`src/rtl/lock_pkg.sv`:
```
package lock_pkg;

    localparam int DEF_CODE_LEN = 4;
    localparam int DEF_TIMER_W  = 4;

    function automatic int idle_idx();
        return 0;
    endfunction

    function automatic int press_idx(input int digit);
        return 2 * digit + 1;
    endfunction

    function automatic int rel_idx(input int digit);
        return 2 * digit + 2;
    endfunction

    function automatic int open_idx(input int len);
        return 2 * len + 1;
    endfunction

    function automatic int err_idx(input int len);
        return 2 * len + 2;
    endfunction

    function automatic int num_states(input int len);
        return 2 * len + 3;
    endfunction

endpackage

```
`src/rtl/lock_timer.sv`:
```
module lock_timer #(
    parameter int TIMER_W = lock_pkg::DEF_TIMER_W
) (
    input  logic clk,
    input  logic rst,
    input  logic run,
    output logic expired
);
    logic [TIMER_W-1:0] cnt_q;

    always_ff @(posedge clk) begin
        if (rst || !run) cnt_q <= '0;
        else             cnt_q <= cnt_q + 1'b1;
    end

    assign expired = run && (&cnt_q);

    // counter is held clear whenever the open state is not active
    a_r9_timer_clear: assert property (@(posedge clk) disable iff (rst)
        !run |=> (cnt_q == '0));

    // an expiry wraps the counter back to zero
    a_r9_timer_wrap: assert property (@(posedge clk) disable iff (rst)
        expired |=> (cnt_q == '0));
endmodule

```
`src/rtl/lock_next.sv`:
```
module lock_next #(
    parameter int                    CODE_LEN = lock_pkg::DEF_CODE_LEN,
    parameter logic [CODE_LEN-1:0]   CODE     = 4'b1011,
    localparam int                   NS       = lock_pkg::num_states(CODE_LEN)
) (
    input  logic [NS-1:0] cur,
    input  logic          one,
    input  logic          zero,
    input  logic          expired,
    output logic [NS-1:0] nxt
);
    import lock_pkg::*;

    localparam int OPEN = open_idx(CODE_LEN);
    localparam int ERR  = err_idx(CODE_LEN);

    // code digits padded with a dummy trailing bit so every lookahead index is legal
    localparam logic [CODE_LEN:0] CODE_EXT = {CODE, 1'b0};

    logic only_one, only_zero;
    assign only_one  = one && !zero;
    assign only_zero = zero && !one;

    always_comb begin
        nxt = '0;

        // idle: wait for the first digit pressed alone
        if (cur[idle_idx()]) begin
            if (CODE_EXT[CODE_LEN] ? only_one : only_zero) nxt[press_idx(0)] = 1'b1;
            else                                           nxt[idle_idx()]   = 1'b1;
        end

        for (int i = 0; i < CODE_LEN; i++) begin
            // pressed state: hold until this digit's button is released
            if (cur[press_idx(i)]) begin
                if (CODE_EXT[CODE_LEN-i] ? one : zero) nxt[press_idx(i)] = 1'b1;
                else                                   nxt[rel_idx(i)]   = 1'b1;
            end
            // released state: look for the following digit
            if (cur[rel_idx(i)]) begin
                if (i == CODE_LEN - 1) begin
                    nxt[OPEN] = 1'b1;
                end else if (CODE_EXT[CODE_LEN-1-i] ? only_one : only_zero) begin
                    nxt[press_idx(i+1)] = 1'b1;
                end else if (CODE_EXT[CODE_LEN-1-i] ? zero : one) begin
                    nxt[ERR] = 1'b1;
                end else begin
                    nxt[rel_idx(i)] = 1'b1;
                end
            end
        end

        // open: buttons ignored, leave on timer expiry
        if (cur[OPEN]) begin
            if (expired) nxt[idle_idx()] = 1'b1;
            else         nxt[OPEN]       = 1'b1;
        end

        // error: one cycle, then restart
        if (cur[ERR]) nxt[idle_idx()] = 1'b1;
    end
endmodule

```
`src/rtl/seq_lock.sv`:
```
module seq_lock #(
    parameter int                  CODE_LEN = lock_pkg::DEF_CODE_LEN,
    parameter logic [CODE_LEN-1:0] CODE     = 4'b1011,
    parameter int                  TIMER_W  = lock_pkg::DEF_TIMER_W,
    localparam int                 NS       = lock_pkg::num_states(CODE_LEN)
) (
    input  logic          clk,
    input  logic          rst,
    input  logic          btn_one,
    input  logic          btn_zero,
    output logic [NS-1:0] state_vec
);
    import lock_pkg::*;

    localparam int OPEN = open_idx(CODE_LEN);
    localparam int ERR  = err_idx(CODE_LEN);
    localparam int DONE = rel_idx(CODE_LEN - 1);

    logic [NS-1:0] state_q, state_d;
    logic          tmo;

    lock_timer #(.TIMER_W(TIMER_W)) u_timer (
        .clk     (clk),
        .rst     (rst),
        .run     (state_q[OPEN]),
        .expired (tmo)
    );

    lock_next #(.CODE_LEN(CODE_LEN), .CODE(CODE)) u_next (
        .cur     (state_q),
        .one     (btn_one),
        .zero    (btn_zero),
        .expired (tmo),
        .nxt     (state_d)
    );

    always_ff @(posedge clk) begin
        if (rst) state_q <= NS'(1);
        else     state_q <= state_d;
    end

    assign state_vec = state_q;

    // one-hot at every clock
    a_r2_onehot: assert property (@(posedge clk) disable iff (rst)
        $onehot(state_q));

    // idle is left only on the first digit pressed alone
    a_r3_idle_filter: assert property (@(posedge clk) disable iff (rst)
        (state_q[0] && !(btn_one && !btn_zero)) |=> state_q[0]);

    // error always returns to idle
    a_r7_err_to_idle: assert property (@(posedge clk) disable iff (rst)
        state_q[ERR] |=> state_q[0]);

    // done lasts one cycle, then open
    a_r8_done_to_open: assert property (@(posedge clk) disable iff (rst)
        state_q[DONE] |=> state_q[OPEN]);

    // open holds regardless of buttons until expiry
    a_r10_open_hold: assert property (@(posedge clk) disable iff (rst)
        (state_q[OPEN] && !tmo) |=> state_q[OPEN]);

    // expiry ends the open period
    a_r9_open_exit: assert property (@(posedge clk) disable iff (rst)
        tmo |=> state_q[0]);
endmodule

```
`config.mk`:
```
export PLATFORM = sky130hd
export DESIGN_NAME = seq_lock
export DESIGN_NICKNAME = d
export VERILOG_FILES = /design/src/rtl/lock_pkg.sv /design/src/rtl/lock_timer.sv /design/src/rtl/lock_next.sv /design/src/rtl/seq_lock.sv
export SDC_FILE = /design/constraint.sdc
export NUM_CORES = 1
export LEC_CHECK = 0
export BUFFER_PORTS_ARGS = -buffer_cell sky130_fd_sc_hd__buf_2
export CAP_MARGIN = 20
export CORE_MARGIN = 2
export CORE_UTILIZATION = 37
export CTS_CLUSTER_DIAMETER = 80
export DETAILED_ROUTE_END_ITERATION = 12
export GPL_ROUTABILITY_DRIVEN = 0
export GPL_TIMING_DRIVEN = 1
export PLACE_DENSITY = 0.7
export SETUP_SLACK_MARGIN = 0.02
export SLEW_MARGIN = 20
export SYNTH_ARGS = -nofsm -noshare
export SYNTH_HDL_FRONTEND = slang
export SYNTH_SLANG_ARGS = --single-unit
```
`constraint.sdc`:
```
create_clock -name clk -period 3 [get_ports clk]
set_input_delay 0.6 -clock clk [delete_from_list [all_inputs] [get_ports clk]]
set_output_delay 0.6 -clock clk [all_outputs]
set_load 0.01 [all_outputs]
```
==> results.yml <==
status:
  status: "finished, final reports clean"
synth:
  synthCells: 56
  synth_cell_type_count: 25
  synth_area_sq_um: 564
  synth.avg_cell_area_sq_um: 10.1
  synth_edf_count: 0
  ys_ff_latch: 15
  ys_async_sr_fraction: 0
  synthFlopType: "dfxtp_1"
  syn_nets: 61
  yosysWarnings: 0
  seq_area_frac_synth: 0.532
floorplanning:
  io_pins: 15
  rows: 14
  fp.dieH_um: 43.1
  start_util: 0.384
  design.die.area_sq_um: 1850
  core_area_sq_um: 1470
  die_x_um: 43.1
sta:
  setup_slack_ns: 1.56
  min_period_over_period: 0.480
  grt_setup_unrepaired: "no"
  slew_viol_final: 0
  worstMarginPinSlew_ns: 0.164
  hold_viol_final: 0
  setup_tns_ns: 0
  skew_ns: 0.00265
  finalCriticalPeriod_ns: 1.44
  fmax_mhz: 694
  slew_headroom: 0.890
  setup_viol: 0
finish:
  drive_gt1_frac: 0.250
  final_common_cell: "dfxtp_1"
  antennaDiodeCount: 0
  final_core_util: 0.450
  layout_common_cells: "dfxtp_1, buf_2, nand2b_1"
  syn_to_final_growth_pct: 17.3
  fin_nets: 78
clock_network:
  hold_buffers: 0
  cts_buffers: 3
  cts_root_buf: "clkbuf_4"
  cts_tree: "done"
  clkTransAtPathRegs_ns: 0.08
  post_cts_resized: 0
  postCtsSetupBuffers: 0
  clock-sinks: 15
  clockBufferDepth: 2
  insertion_delay_ns: 0.27
  cts_htree_levels: 1
placement:
  port_buffers: 14
  hpwl_um: 798
  place_ws_ns: 1.65
hold_path:
  min_from: "u_timer.cnt_q[0]"
  hp-class: "flop to flop"
setup_path:
  critPathLaunch: "state_vec[9]"
  worstSetupPathType: "flop to output pin"
  r2r_start: "u_timer.cnt_q[0]"
  crit_end: "state_vec[9]"
  crit_arrival_ns: 0.84
  r2r_setup_slack_ns: 1.80
  max_stage_delay_ns: 0.41
  reg2reg_to: "state_vec[0]"
  crit_slowest_cell: "dfxtp_1"
  crit_buf_inv: 1
  reg2reg_depth: 3
  critical_path_peak_fanout: 6
  cp-start-kind: "flop"
  cp_data_required_time_ns: 2.40
  cp-end-kind: "output pin"
  path_cells: "buf_2"
  crit_family: "flip-flops"
  path_depth: 1
global_route:
  grt_pass1_vias: 426
  grt_max_degree: 11
  overflow: 0
  grt_pass1_wl_um: 1720
  antenna_found_initial: 0
  grtUsageTotal: 0.128
flow_run:
  drv_cap: 0
route:
  ant_nets: 0
  drt-wirelength-per-cell_um: 12.0
  finalWirelength_um: 1060
  dr.pass1.iters: 4
  vias: 433
  drc_errors: 0
  drtIter0Drc: 9
  viasPerCell: 4.92
power_and_ir_drop:
  p_leak_nw: 0.309
  finalPower_w: 0.000329
  peakVddDrop_mv: 0.233
  power_density_nw_per_um2: 497
## cell families after synthesis
family / count (synthesis) / synth area share
AOI/OAI and AO/OA: 11 / 0.135
and+or+nand+nor: 21 / 0.217
buffers and inverters: 6 / 0.0599
xor gates and xnor gates: 1 / 0.0155
adders and majority gates: 1 / 0.0222
muxes: 1 / 0.0177
DFF: 15 / 0.532
## state kept, by name, summed over array words and instances (netlist names)
register / count
u_timer.cnt_q: 4
state_vec: 11
## metrics by stage
stage | area (sq um) | cells | hold WS (ns)
3_5_place_dp | 636 | 84 | 0.440
4_1_cts | 662 | 88 | 0.460
6_report | 662 | 88 | 0.457
3_3_place_gp | 636 | 84 | 0.431
5_1_grt | 662 | 88 | 0.473
2_1_floorplan | 564 | 56 | 0.418
## power breakdown
part	switching [W]	internal, W	leakage (nW)
sequential	0.00000142	0.000201	0.121
combinational	0.00000902	0.00000744	0.172
clock	0.0000585	0.0000515	0.0150
total	0.0000689	0.000260	0.309
## per-layer routing
| layer | vias to the layer above | GRT usage | share of wire |
|---|---|---|---|
| met1 | 201 | 0.144 | 0.45 |
| met2 | 14 | 0.203 | 0.48 |
| met4 | 0 | 0.0545 | 0 |
| li1 | 218 | - | - |
| met3 | 0 | 0.0638 | 0.067 |
| met5 | - | 0 | 0 |
## cells in the mapped netlist, types with 2 or more instances
| master | instances | share of area |
|---|---|---|
| nand2b_1 | 6 | 0.067 |
| inv_1 | 4 | 0.027 |
| nor2b_1 | 2 | 0.022 |
| a21oi_1 | 4 | 0.035 |
| a21boi_0 | 2 | 0.027 |
| dfxtp_1 | 15 | 0.53 |
| nor2_1 | 4 | 0.027 |
| and3_1 | 2 | 0.022 |
## area by class of cell
type	instances	area, sq um
Inverter	4	15.0
Sequential cell	15	300
Fill cell	158	810
Multi-Input combinational cell	35	230
Clock buffer	4	26.3
Tap cell	16	20.0
Timing Repair Buffer	14	70.1
## worst min-delay path by stage
| stage | slack [ns] | cells past startpoint | to |
|---|---|---|---|
| after floorplan | 0.42 | 1 | u_timer.cnt_q[0] |
| after global placement | 0.43 | 1 | u_timer.cnt_q[0] |
| after detailed placement | 0.44 | 1 | u_timer.cnt_q[0] |
| after CTS | 0.46 | 1 | u_timer.cnt_q[0] |
| after global routing | 0.47 | 1 | u_timer.cnt_q[0] |
| final | 0.46 | 1 | u_timer.cnt_q[0] |
No activity file was read; power rests on OpenSTA's default activity.
